==> config.mk <==
export PLATFORM = sky130hd
export DESIGN_NAME = sg_walker
export DESIGN_NICKNAME = d
export VERILOG_FILES = /design/src/rtl/sgw_pkg.sv /design/src/rtl/sgw_entry.sv /design/src/rtl/sgw_tblptr.sv /design/src/rtl/sgw_fsm.sv /design/src/rtl/sg_walker.sv
export SDC_FILE = /design/constraint.sdc
export NUM_CORES = 1
export LEC_CHECK = 0
export ABC_CLOCK_PERIOD_IN_PS = 3110
export BUFFER_PORTS_ARGS = -buffer_cell sky130_fd_sc_hd__buf_2
export CAP_MARGIN = 30
export CORE_MARGIN = 2
export CORE_UTILIZATION = 30
export CTS_CLUSTER_SIZE = 12
export DETAILED_ROUTE_END_ITERATION = 10
export PLACE_DENSITY = 0.66
export SYNTH_ARGS = -nofsm -noshare
export SYNTH_HDL_FRONTEND = slang
export SYNTH_SLANG_ARGS = --single-unit
==> constraint.sdc <==
create_clock -name clk -period 3.11 [get_ports clk]
set_clock_uncertainty 0.1 [all_clocks]
set_input_delay 0.1555 -clock clk [delete_from_list [all_inputs] [get_ports clk]]
set_output_delay 0.1555 -clock clk [all_outputs]
set_load 0.05 [all_outputs]
==> src/rtl/sgw_pkg.sv <==
`timescale 1ns/1ps
package sgw_pkg;

  typedef enum logic [2:0] {
    S_IDLE        = 3'd0,
    S_FETCH_LO    = 3'd1,
    S_FETCH_HI    = 3'd2,
    S_ISSUE       = 3'd3,
    S_WAIT_RETIRE = 3'd4,
    S_DONE        = 3'd5
  } sgw_state_e;

endpackage

==> src/rtl/sgw_entry.sv <==
`timescale 1ns/1ps
// Captures the two words of one descriptor and decodes them.
module sgw_entry #(
  parameter int AW = 32,
  parameter int DW = 32,
  parameter int CW = 16
) (
  input  logic          clk,
  input  logic          rst_n,
  input  logic          cap_lo,
  input  logic          cap_hi,
  input  logic [DW-1:0] word,
  output logic [AW-1:0] ent_addr,
  output logic [CW:0]   ent_len,
  output logic          ent_last,
  output logic          ent_misaligned
);
  localparam int LW = CW + 1;

  logic [AW-1:1] lo_q;
  logic [CW-1:1] cnt_q;
  logic          last_q;
  logic [CW-1:0] cnt_even;
  logic          unused_bits;

  assign unused_bits = ^{word[0], word[DW-2:CW]};

  always_ff @(posedge clk or negedge rst_n) begin
    if (!rst_n) begin
      lo_q   <= '0;
      cnt_q  <= '0;
      last_q <= 1'b0;
    end else begin
      if (cap_lo) lo_q <= word[AW-1:1];
      if (cap_hi) begin
        cnt_q  <= word[CW-1:1];
        last_q <= word[DW-1];
      end
    end
  end

  assign cnt_even       = {cnt_q, 1'b0};
  assign ent_addr       = {lo_q, 1'b0};
  assign ent_misaligned = lo_q[1];
  assign ent_last       = last_q;
  assign ent_len        = (cnt_even == '0) ? {1'b1, {CW{1'b0}}} : LW'(cnt_even);
endmodule

==> src/rtl/sgw_tblptr.sv <==
`timescale 1ns/1ps
// Table pointer: advances one entry at a time inside its page.
module sgw_tblptr #(
  parameter int AW        = 32,
  parameter int PAGE_BITS = 16
) (
  input  logic          clk,
  input  logic          rst_n,
  input  logic          load,
  input  logic [AW-1:3] load_addr,
  input  logic          step,
  input  logic          hi_sel,
  output logic [AW-1:0] fetch_addr,
  output logic          at_page_end
);
  localparam int OFFW = PAGE_BITS - 3;

  logic [AW-1:3] ptr_q;

  always_ff @(posedge clk or negedge rst_n) begin
    if (!rst_n) begin
      ptr_q <= '0;
    end else if (load) begin
      ptr_q <= load_addr;
    end else if (step) begin
      ptr_q[PAGE_BITS-1:3] <= ptr_q[PAGE_BITS-1:3] + OFFW'(1);
    end
  end

  assign fetch_addr  = {ptr_q, hi_sel, 2'b00};
  assign at_page_end = &ptr_q[PAGE_BITS-1:3];
endmodule

==> src/rtl/sgw_fsm.sv <==
`timescale 1ns/1ps
// Walk sequencer: fetch, issue, wait for retirement, terminate.
module sgw_fsm
  import sgw_pkg::*;
(
  input  logic clk,
  input  logic rst_n,
  input  logic cmd_start,
  input  logic req_ready,
  input  logic rsp_valid,
  input  logic rgn_ready,
  input  logic rgn_retired,
  input  logic ent_misaligned,
  input  logic ent_last,
  input  logic at_page_end,
  output logic req_valid,
  output logic rsp_ready,
  output logic hi_sel,
  output logic cap_lo,
  output logic cap_hi,
  output logic ptr_load,
  output logic ptr_step,
  output logic rgn_valid,
  output logic active,
  output logic done,
  output logic err_align,
  output logic err_wrap
);
  sgw_state_e st_q, st_n;
  logic start_q, start_rise, req_sent_q;
  logic set_done, set_align, set_wrap, in_fetch;

  assign start_rise = cmd_start & ~start_q;
  assign in_fetch   = (st_q == S_FETCH_LO) || (st_q == S_FETCH_HI);

  always_comb begin
    st_n      = st_q;
    ptr_load  = 1'b0;
    ptr_step  = 1'b0;
    cap_lo    = 1'b0;
    cap_hi    = 1'b0;
    set_done  = 1'b0;
    set_align = 1'b0;
    set_wrap  = 1'b0;
    unique case (st_q)
      S_IDLE: begin
        if (start_rise) begin
          st_n     = S_FETCH_LO;
          ptr_load = 1'b1;
        end
      end
      S_FETCH_LO: begin
        if (req_sent_q && rsp_valid) begin
          cap_lo = 1'b1;
          st_n   = S_FETCH_HI;
        end
      end
      S_FETCH_HI: begin
        if (req_sent_q && rsp_valid) begin
          cap_hi = 1'b1;
          if (ent_misaligned) begin
            set_align = 1'b1;
            st_n      = S_DONE;
          end else begin
            st_n = S_ISSUE;
          end
        end
      end
      S_ISSUE: begin
        if (rgn_ready) st_n = S_WAIT_RETIRE;
      end
      S_WAIT_RETIRE: begin
        if (rgn_retired) begin
          if (ent_last) begin
            set_done = 1'b1;
            st_n     = S_DONE;
          end else if (at_page_end) begin
            set_wrap = 1'b1;
            st_n     = S_DONE;
          end else begin
            ptr_step = 1'b1;
            st_n     = S_FETCH_LO;
          end
        end
      end
      S_DONE: begin
        if (!cmd_start) st_n = S_IDLE;
      end
      default: st_n = S_IDLE;
    endcase
    if (!cmd_start && st_q != S_IDLE) begin
      st_n      = S_IDLE;
      ptr_step  = 1'b0;
      cap_lo    = 1'b0;
      cap_hi    = 1'b0;
      set_done  = 1'b0;
      set_align = 1'b0;
      set_wrap  = 1'b0;
    end
  end

  always_ff @(posedge clk or negedge rst_n) begin
    if (!rst_n) begin
      st_q       <= S_IDLE;
      start_q    <= 1'b0;
      req_sent_q <= 1'b0;
      done       <= 1'b0;
      err_align  <= 1'b0;
      err_wrap   <= 1'b0;
    end else begin
      st_q    <= st_n;
      start_q <= cmd_start;
      if (st_n != st_q)               req_sent_q <= 1'b0;
      else if (req_valid && req_ready) req_sent_q <= 1'b1;
      if (ptr_load) begin
        done      <= 1'b0;
        err_align <= 1'b0;
        err_wrap  <= 1'b0;
      end else begin
        if (set_done)  done      <= 1'b1;
        if (set_align) err_align <= 1'b1;
        if (set_wrap)  err_wrap  <= 1'b1;
      end
    end
  end

  assign req_valid = in_fetch && !req_sent_q;
  assign rsp_ready = (in_fetch && req_sent_q) || (st_q == S_IDLE) || (st_q == S_DONE);
  assign hi_sel    = (st_q == S_FETCH_HI);
  assign rgn_valid = (st_q == S_ISSUE);
  assign active    = in_fetch || (st_q == S_ISSUE) || (st_q == S_WAIT_RETIRE);
endmodule

==> src/rtl/sg_walker.sv <==
`timescale 1ns/1ps
module sg_walker #(
  parameter int AW        = 32,
  parameter int DW        = 32,
  parameter int CW        = 16,
  parameter int PAGE_BITS = 16
) (
  input  logic          clk,
  input  logic          rst_n,
  input  logic          cmd_start,
  input  logic [AW-1:0] tbl_base,
  output logic          mrd_req_valid,
  input  logic          mrd_req_ready,
  output logic [AW-1:0] mrd_req_addr,
  input  logic          mrd_rsp_valid,
  output logic          mrd_rsp_ready,
  input  logic [DW-1:0] mrd_rsp_data,
  output logic          rgn_valid,
  input  logic          rgn_ready,
  output logic [AW-1:0] rgn_addr,
  output logic [CW:0]   rgn_len,
  output logic          rgn_last,
  input  logic          rgn_retired,
  output logic          st_active,
  output logic          st_done,
  output logic          st_err_align,
  output logic          st_err_wrap
);
  logic cap_lo, cap_hi, ptr_load, ptr_step, hi_sel;
  logic ent_misaligned, at_page_end;
  logic unused_base;

  assign unused_base = ^tbl_base[2:0];

  sgw_entry #(.AW(AW), .DW(DW), .CW(CW)) u_entry (
    .clk            (clk),
    .rst_n          (rst_n),
    .cap_lo         (cap_lo),
    .cap_hi         (cap_hi),
    .word           (mrd_rsp_data),
    .ent_addr       (rgn_addr),
    .ent_len        (rgn_len),
    .ent_last       (rgn_last),
    .ent_misaligned (ent_misaligned)
  );

  sgw_tblptr #(.AW(AW), .PAGE_BITS(PAGE_BITS)) u_ptr (
    .clk         (clk),
    .rst_n       (rst_n),
    .load        (ptr_load),
    .load_addr   (tbl_base[AW-1:3]),
    .step        (ptr_step),
    .hi_sel      (hi_sel),
    .fetch_addr  (mrd_req_addr),
    .at_page_end (at_page_end)
  );

  sgw_fsm u_fsm (
    .clk            (clk),
    .rst_n          (rst_n),
    .cmd_start      (cmd_start),
    .req_ready      (mrd_req_ready),
    .rsp_valid      (mrd_rsp_valid),
    .rgn_ready      (rgn_ready),
    .rgn_retired    (rgn_retired),
    .ent_misaligned (ent_misaligned),
    .ent_last       (rgn_last),
    .at_page_end    (at_page_end),
    .req_valid      (mrd_req_valid),
    .rsp_ready      (mrd_rsp_ready),
    .hi_sel         (hi_sel),
    .cap_lo         (cap_lo),
    .cap_hi         (cap_hi),
    .ptr_load       (ptr_load),
    .ptr_step       (ptr_step),
    .rgn_valid      (rgn_valid),
    .active         (st_active),
    .done           (st_done),
    .err_align      (st_err_align),
    .err_wrap       (st_err_wrap)
  );
endmodule

== After elaboration in Yosys (flattened, before gate mapping) ==
Cells that the tools add are included.

* Flip-flop bits (word level): 84
* Latch bits: 0
* Bits in writable memories: 0
* ROM bits: 0
* Memories kept: 0

* $add $sub $neg: 1
* $mul: 0
* Divide/modulo/power cells: 0
* Order comparisons: 0
* Equal/unequal tests: 6
* Shift operators: 0
* Multiplexer cells: 47
* Bitwise operators: 2
* Reduce and logical (&&, ||, !) cells: 21

{| class="wikitable"
|+ Operator list
! operator !! number
|-
| $mux 1 || 33
|-
| $mux 3 || 10
|-
| $mux 13 || 2
|-
| $pmux 3 s6 || 1
|-
| $mux 17 || 1
|-
| $logic_not 16->1 || 1
|-
| $add 13x1->13 const B || 1
|-
| $reduce_and 13->1 || 1
|-
| $reduce_bool 2->1 || 5
|-
| $eq 3x2->1 const B || 2
|-
| $eq 3x3->1 const B || 2
|-
| $logic_and 1x1->1 || 5
|-
| $logic_or 1x1->1 || 5
|-
| $eq 3x1->1 const B || 1
|-
| $logic_not 3->1 || 1
|-
| $ne 3x3->1 || 1
|-
| $reduce_bool 3->1 || 1
|-
| $logic_not 1->1 || 2
|-
| $and 1x1->1 || 1
|-
| $not 1->1 || 1
|}

== Depth between registers and ports, before layout ==
Gate-level depths: netlist (run 1).

* Word-level depth: 8
* Gate-level depth with buffers: 7

== By module ==
A second synthesis (run 1) with hierarchy kept.

* Cells, all modules: 317
* Area total of the unflattened synthesis: 3900.0 um^2

{| class="wikitable"
|+ By module, submodules not included
! module !! times used !! cells an instance !! area an instance (um^2)
|-
| sgw_entry || 1 || 123 || 1911.8
|-
| sgw_tblptr || 1 || 115 || 1355.0
|-
| sgw_fsm || 1 || 79 || 633.1
|}

== Least setup slack after synthesis (run 1) ==
No wires, ideal clock.

* Path kind: reg2out
* Start: reg u_fsm.st_q[2]
* End: out mrd_req_valid
* Data arrival time: 1.906 ns
* Data required time: 2.854 ns
* Slack: 0.949 ns
* Cell stages (with the launch flop): 4
* Buffers on the path: 1
* Cell sequence: dfrtp_1 > clkbuf_1 > nor2_1 > a21boi_0

* Cells in the longest elaborated chain, start to end: 3
* Elaborated cells on any way between the ends: 4
* Those cells by class: eq/ne: 2; reduce/logical: 2

{| class="wikitable"
|+ Ends and longest elaborated chain
! item !! RTL line !! RTL
|-
| from (decl) || sgw_fsm.sv:29 || <nowiki>sgw_state_e st_q, st_n;</nowiki>
|-
| from (signal assigned) || sgw_fsm.sv:111 || <nowiki>st_q <= st_n;</nowiki>
|-
| $eq 3x1->1 / $eq 3x2->1 (equally long branches) || sgw_fsm.sv:34 || <nowiki>assign in_fetch = (st_q == S_FETCH_LO) || (st_q == S_FETCH_HI);</nowiki>
|-
| $logic_or 1x1->1 * || sgw_fsm.sv:34 ||
|-
| $logic_and 1x1->1 * || sgw_fsm.sv:127 || <nowiki>assign req_valid = in_fetch && !req_sent_q;</nowiki>
|-
| to (decl) || sg_walker.sv:12 || <nowiki>output logic mrd_req_valid,</nowiki>
|}

Mark *: on every way between the ends. The rest lies on a longest branch, timed or not.

== Worst setup path after layout (run 1) ==
* Start: reg u_fsm.st_q[2]
* End: reg u_ptr.ptr_q[26] in the netlist's numbering

* Cells in the longest elaborated chain, start to end: 2

{| class="wikitable"
|+ Ends and longest elaborated chain
! item !! RTL line !! RTL
|-
| $logic_not 3->1 || sgw_fsm.sv:45 || <nowiki>unique case (st_q)</nowiki>
|-
| $mux 1 || sgw_fsm.sv:45 ||
|-
| to (signal assigned) || sgw_tblptr.sv:24 || <nowiki>ptr_q <= load_addr;</nowiki>
|-
| to (signal, indexed assignment) || sgw_tblptr.sv:26 || <nowiki>ptr_q[PAGE_BITS-1:3] <= ptr_q[PAGE_BITS-1:3] + OFFW'(1);</nowiki>
|-
| to (decl) || sgw_tblptr.sv:18 || <nowiki>logic [AW-1:3] ptr_q;</nowiki>
|}

No other way between the ends.
A chain may end at the register's enable or synchronous reset.

==> flow_metrics.env, run 1 <==
export IMPL_finalCritPeriodShare_pct=73.7
export IMPL_async_reset_ff_share_pct=100
export IMPL_coreArea_um2=12700
export IMPL_final_core_util_pct=44.8
export IMPL_setup_slack_ns=0.818
export IMPL_path_buf_inv=1
export IMPL_start_kind="flop"
export IMPL_crit_type="flop to flop"
export IMPL_met1_usage_pct=18.6
export IMPL_die_y_um=119
export IMPL_hold_path_class="input port to flop"
export IMPL_synthMuxAreaShare_pct=14.2
export IMPL_path_cells="nand2b_1, nor4_4, buf_4, nand2_1, nand2_1"
export IMPL_overflow=0
export IMPL_synth_enable_flop_cells=0
export IMPL_grt_util_met2_pct=26.0
export IMPL_slew_viol_final=0
export IMPL_clock_root_buffer="clkbuf_16"
export IMPL_stdcell_count=743
export IMPL_p_leak_nw=2.82
export IMPL_gp_congestion=0.794
export IMPL_area_growth_synth_to_final_pct=44.4
export IMPL_setup_violations=0
export IMPL_reg2reg_depth=5
export IMPL_fmax_mhz=436
export IMPL_die_area_um2=14100
export IMPL_drc=0
export IMPL_antenna_found_initial=0
export IMPL_vias=3476
export IMPL_post_cts_setup_buffers=0
export IMPL_critPathSlowestCell="nor4_4"
export IMPL_power_density_nw_per_um2=1100
export IMPL_peakVddDrop_uv=640
export IMPL_synth_compound_area_share_pct=6.78
export IMPL_io_pins=160
export IMPL_synth_fa_ha_area_share_pct=0.317
export IMPL_period_needed_ns=2.29
export IMPL_postSynthAreaPerCell_um2=10.7
export IMPL_synth_top_family_by_area="simple AND/OR/NAND/NOR gates"
export IMPL_cts_buffer_depth=2
export IMPL_synth_cell_types=46
export IMPL_viasPerCell=4.68
export IMPL_worstSetupEndpointType="flop"
export IMPL_status="finished, final reports clean"
export IMPL_routed_wirelength_mm=10.7
export IMPL_htreeDepth=3
export IMPL_start_util_pct=31.0
export IMPL_syn_inst=370
export IMPL_synth_ff_type="dfrtp_1"
export IMPL_drive_gt1_share_pct=40.3
export IMPL_rsz0062_at_grt="no"
export IMPL_clk_pin_slew_worst_paths_ns=0.06
export IMPL_grt_pass1_wl_mm=17.5
export IMPL_relSlewSlack_pct=49.1
export IMPL_drtPass1Iterations=4
export IMPL_crit_path_end="u_ptr.ptr_q[26]"
export IMPL_maxCapViolCount=0
export IMPL_drt_iter0_markers=268
export IMPL_place_inst=666
export IMPL_finalSetupTns_ns=0
export IMPL_cts_buffers=9
export IMPL_grt_util_all_layers_pct=15.5
export IMPL_grt_pass1_vias=3523
export IMPL_clk_latency_ns=0.34
export IMPL_reg2reg_from="u_fsm.st_q[2]"
export IMPL_r2r_end="u_ptr.ptr_q[26]"
export IMPL_synth_most_common_cell="dfrtp_1"
export IMPL_postRouteAntennaNets=0
export IMPL_met3_usage_pct=4.63
export IMPL_final_hold_violation_count=0
export IMPL_nets=639
export IMPL_tightest_slew_ns=0.764
export IMPL_cp_data_required_time_ns=3.28
export IMPL_path_delay_family="simple AND/OR/NAND/NOR gates"
export IMPL_synth_common_cells="dfrtp_1 (84), nand2_1 (68), mux2_2 (47)"
export IMPL_synth_top_area_share_pct=53.2
export IMPL_cp_arrival_ns=2.46
export IMPL_critical_path_depth=5
export IMPL_pre_cts_slack_ns=0.859
export IMPL_cts_sinks=84
export IMPL_ys_seq_area_share_pct=53.2
export IMPL_cts_tree="yes"
export IMPL_port_buffers=151
export IMPL_wl_per_cell_um=14.4
export IMPL_grt_max_degree=59
export IMPL_crit_path_start="u_fsm.st_q[2]"
export IMPL_r2r_setup_slack_ns=0.82
export IMPL_critical_path_max_stage_delay_ns=0.63
export IMPL_busiest_layer="met2"
export IMPL_synth_area_top_cells="dfrtp_1 (53%), mux2_2 (13%), nand2_1 (6.5%)"
export IMPL_hold_ws_ns=0.0927
export IMPL_cp_max_fo=18
export IMPL_fp_row_count=41
export IMPL_die_w_um=119
export IMPL_crit_top_cell="nand2_1"
export IMPL_ys_ff_latch=84
export IMPL_synth_xor_xnor_area_share_pct=2.00
export IMPL_yosysWarnings=0
export IMPL_antenna_cells=0
export IMPL_dp_hpwl_mm=7.10
export IMPL_synth_simple_area_share_pct=17.9
export IMPL_synth_area_um2=3950
export IMPL_synth_top_area_cell="dfrtp_1"
## cell usage in the layout (no fill, tap or decap), drive strengths merged, types with 5 or more instances in the layout
cell | synthesis | layout
mux2 | 47 | 47
buf | 21 | 159
nor3 | 11 | 11
a21oi | 18 | 18
dlygate4sd3 | 0 | 62
clkbuf | 17 | 10
inv | 5 | 5
nand3 | 5 | 5
nor4 | 9 | 9
nor2 | 21 | 21
xnor2 | 9 | 9
o21ai | 13 | 13
dfrtp | 84 | 84
nand2 | 68 | 68
## area by class of cell
| cell class | instances | area [um^2] |
|---|---|---|
| fill | 1205 | 7020 |
| sequential | 84 | 2100 |
| multi-input combinational | 246 | 1650 |
| timing repair buffer | 221 | 1440 |
| clock buffer | 10 | 239 |
| tap | 172 | 215 |
| clock inverter | 5 | 38.8 |
| inverter | 5 | 18.8 |
## what timing repair did
item | 4_1_cts | 5_1_grt
resized for setup | 0 | 0
endpoints found under the hold margin | 133 | 0
hold buffers | 62 | 0
## worst min-delay path by stage
stage / from / end / slack [ns] / depth (start not counted)
finish: rgn_ready / u_fsm.st_q[1] / 0.09 / 3
global route: rgn_ready / u_fsm.st_q[1] / 0.09 / 3
CTS: rgn_ready / u_fsm.st_q[1] / 0.07 / 3
floorplan: rst_n / u_entry.cnt_q[10] / -0.24 / 0
global placement: rst_n / u_ptr.ptr_q[7] / 0.17 / 1
detailed placement: rst_n / u_ptr.ptr_q[7] / 0.19 / 1
## state kept, by name (all words and copies together) (netlist names)
| signal | count |
|---|---|
| u_entry.cnt_q | 15 |
| u_entry.ent_last | 1 |
| u_fsm.st_q | 3 |
| u_entry.lo_q | 31 |
| u_fsm.done | 1 |
| u_fsm.req_sent_q | 1 |
| u_fsm.start_q | 1 |
| u_fsm.err_wrap | 1 |
| u_ptr.ptr_q | 29 |
| u_fsm.err_align | 1 |
## cell families (layout without fill, tap and decap cells)
group	Yosys count	count (layout)
xor gates and xnor gates	9	9
DFF	84	84
AOI/OAI and AO/OA	45	45
buffers and inverters	43	241
adders and majority gates	1	1
and+or+nand+nor	137	137
other	1	4
muxes	50	50
## layer usage
metal,wire (um),part of all wire (%),up-vias
li1,-,-,1654
met5,0,0,-
met1,4420,41,1671
met2,5350,50,130
met4,201,1.9,0
met3,720,6.7,21
## report_power, final
| part | switching, W | internal [W] | total [W] |
|---|---|---|---|
| clock | 0.000441 | 0.000561 | 0.00100 |
| sequential | 0.000406 | 0.00156 | 0.00196 |
| combinational | 0.00244 | 0.000891 | 0.00333 |
| total | 0.00329 | 0.00301 | 0.00630 |
## worst register-to-register path: cells and delay by family (launching register included)
| kind | cells | cell delay [ns] |
|---|---|---|
| AND/OR/NAND/NOR | 4 | 1.22 |
| flip-flops | 1 | 0.55 |
| buffers and inverters | 1 | 0.35 |
## per-stage QoR
step | instance area (um^2) | power (W)
floorplan | 3960 | 0.00448
global placement | 4800 | 0.00517
detailed placement | 4800 | 0.00524
CTS | 5700 | 0.00634
global route | 5700 | 0.00663
finish | 5700 | 0.00630
Power figures use the tool's default switching activity.
==> run 2, diff against run 1 <==
--- a/config.mk
+++ b/config.mk
@@ -5,7 +5,7 @@
 export SDC_FILE = /design/constraint.sdc
 export NUM_CORES = 1
 export LEC_CHECK = 0
-export ABC_CLOCK_PERIOD_IN_PS = 3110
+export ABC_CLOCK_PERIOD_IN_PS = 2200
 export BUFFER_PORTS_ARGS = -buffer_cell sky130_fd_sc_hd__buf_2
 export CAP_MARGIN = 30
 export CORE_MARGIN = 2
==> constraint.sdc (replaced) <==
create_clock -name clk -period 2.2 [get_ports clk]
set_clock_uncertainty 0.1 [all_clocks]
set_input_delay 0.11 -clock clk [delete_from_list [all_inputs] [get_ports clk]]
set_output_delay 0.11 -clock clk [all_outputs]
set_load 0.05 [all_outputs]
==> run 2 against run 1 <==
Sequential share of layout area shrank 0.46 points; critical path type is now flop to output pin; clock power grew 43%; cell count increased by 0.81%; flip-flop and latch count unchanged; largest power group unchanged; hold slack lost 0.048 ns; largest cell class unchanged; register-to-register slack worse by 0.60 ns.
==> flow_metrics.env, run 2 (synthesis gave the netlist of run 1 again) <==
export IMPL_cts_tree="yes"
export IMPL_most_common_layout_cells="buf_2 (150), dfrtp_1 (84), nand2_1 (68), dlygate4sd3_1 (62), mux2_2 (47)"
export IMPL_p_leak_nw=2.85
export IMPL_overflow=0
export IMPL_num_fill_cells=1228
export IMPL_antenna_found_initial=0
export IMPL_antenna_cells=0
export IMPL_cts_sinks=84
export IMPL_die_area_um2=14100
export IMPL_clock_root_buffer="clkbuf_16"
export IMPL_peakVddDrop_uv=1180
export IMPL_top_register="u_entry.lo_q"
export IMPL_nets=644
export IMPL_drtPass1Iterations=4
export IMPL_critPathSlowestCell="dfrtp_1"
export IMPL_cp_arrival_ns=1.79
export IMPL_finalSetupTns_ns=0
export IMPL_drive_gt1_share_pct=40.9
export IMPL_gp_congestion=0.837
export IMPL_finalCritPeriodShare_pct=91.1
export IMPL_cts_buffer_depth=2
export IMPL_p_clk_share_pct=16.0
export IMPL_die_y_um=119
export IMPL_die_w_um=119
export IMPL_io_pins=160
export IMPL_pre_cts_slack_ns=0.255
export IMPL_setup_violations=0
export IMPL_final_common_cell="buf_2"
export IMPL_cts_buffers=9
export IMPL_fp_row_count=41
export IMPL_vias=3494
export IMPL_final_core_util_pct=45.4
export IMPL_htreeDepth=3
export IMPL_grt_pass1_vias=3580
export IMPL_p_sw_w=0.00464
export IMPL_top_regs="u_entry.lo_q: 31 flops, u_ptr.ptr_q: 29 flops, u_entry.cnt_q: 15 flops"
export IMPL_setup_slack_ns=0.195
export IMPL_postRouteAntennaNets=0
export IMPL_cp_data_required_time_ns=1.99
export IMPL_final_hold_violation_count=0
export IMPL_path_cells="buf_4, nor2b_1, and2_1, buf_2"
export IMPL_status="finished, final reports clean"
export IMPL_port_buffers=151
export IMPL_hp_start="rgn_ready"
export IMPL_dp_hpwl_mm=7.27
export IMPL_cp_max_fo=11
export IMPL_grt_util_all_layers_pct=15.3
export IMPL_cts_resized=0
export IMPL_place_inst=671
export IMPL_hold_path_class="input port to flop"
export IMPL_grt_pass1_wl_mm=17.4
export IMPL_maxCapViolCount=0
export IMPL_period_needed_ns=2.00
export IMPL_crit_path_start="u_fsm.st_q[1]"
export IMPL_crit_type="flop to output pin"
export IMPL_fmax_mhz=499
export IMPL_start_kind="flop"
export IMPL_clk_latency_ns=0.34
export IMPL_p_sw_share_pct=51.9
export IMPL_critical_path_max_stage_delay_ns=0.57
export IMPL_wl_per_cell_um=14.1
export IMPL_rsz0062_at_grt="no"
export IMPL_design_area_um2=5770
export IMPL_path_buf_inv=2
export IMPL_place_area_um2=4870
export IMPL_slew_viol_final=0
export IMPL_clk_pin_slew_worst_paths_ns=0.06
export IMPL_area_growth_synth_to_final_pct=46.2
export IMPL_p_int_w=0.00430
export IMPL_drt_iter0_markers=257
export IMPL_stdcell_count=749
export IMPL_power_density_nw_per_um2=1550
export IMPL_largest_reg_flops=31
export IMPL_multiInputGateArea_um2=1650
export IMPL_worstSetupEndpointType="output pin"
export IMPL_seq_power_share_pct=30.7
export IMPL_seqCellArea_um2=2100
export IMPL_grt_max_degree=53
export IMPL_tightest_slew_ns=0.509
export IMPL_start_util_pct=31.0
export IMPL_p_comb_share_pct=53.4
export IMPL_relSlewSlack_pct=65.8
export IMPL_path_delay_family="flip-flops"
export IMPL_viasPerCell=4.66
export IMPL_reg2reg_from="u_fsm.st_q[0]"
export IMPL_routed_wirelength_mm=10.6
export IMPL_drc=0
export IMPL_holdBufCountCts=62
export IMPL_coreArea_um2=12700
export IMPL_post_cts_setup_buffers=0
-- run 2: changes by cell type in the layout (fill, tap and decap cells not counted) --
cell | before | now
inv_6 | 0 | 1
buf_12 | 0 | 2
clkinv_4 | 3 | 2
buf_4 | 9 | 12
clkinvlp_4 | 1 | 3
clkinv_2 | 1 | 0
-- run 2: worst paths after layout --
check                                   endpoint  slack (ns)  depth (start not counted)
worst min register to register   u_ptr.ptr_q[26]        0.37                          2
worst max-delay path                   rgn_valid        0.20                          4
worst max register to register   u_ptr.ptr_q[13]        0.22                          5
min in group asynchronous         u_ptr.ptr_q[7]        0.16                          2
max in group asynchronous       u_entry.lo_q[27]        1.21                          3
worst min-delay path               u_fsm.st_q[1]        0.05                          3
-- run 2: metal layers --
layer	up-vias	GRT usage, %	wire length [um]
met3	25	4.92	687
met4	0	6.25	243
met2	141	25.9	5330
met5	-	0	0
met1	1669	18.0	4310
li1	1659	-	-
-- run 2: power groups by stage --
stage / Sequential [W] / Clock [W] / Combinational [W]
3_5_place_dp: 0.00275 / 0 / 0.00470
3_3_place_gp: 0.00270 / 0 / 0.00465
6_report: 0.00274 / 0.00143 / 0.00477
5_1_grt: 0.00284 / 0.00155 / 0.00503
2_1_floorplan: 0.00445 / 0 / 0.00189
4_1_cts: 0.00273 / 0.00148 / 0.00479
-- run 2: layout make-up --
cell class	count	share of cell area, %
inverter	5	0.325
sequential	84	36.4
tap	172	3.73
multi-input combinational	246	28.6
clock inverter	6	0.845
clock buffer	10	4.14
timing repair buffer	226	26.0
-- run 2: metrics by stage --
step           power, W  hold slack, ns
2_1_floorplan   0.00634          -0.286
3_3_place_gp    0.00736         -0.0138
3_5_place_dp    0.00745        -0.00782
4_1_cts         0.00900          0.0259
5_1_grt         0.00942          0.0626
6_report        0.00894          0.0451
-- run 2: worst reg2reg max path, cell delays in order, from the launching register on --
cell and delay (ns):
dfrtp_1 0.53, nor3b_4 0.29, nand3_1 0.20, nor2_1 0.34
nor4b_1 0.31, o31ai_1 0.10
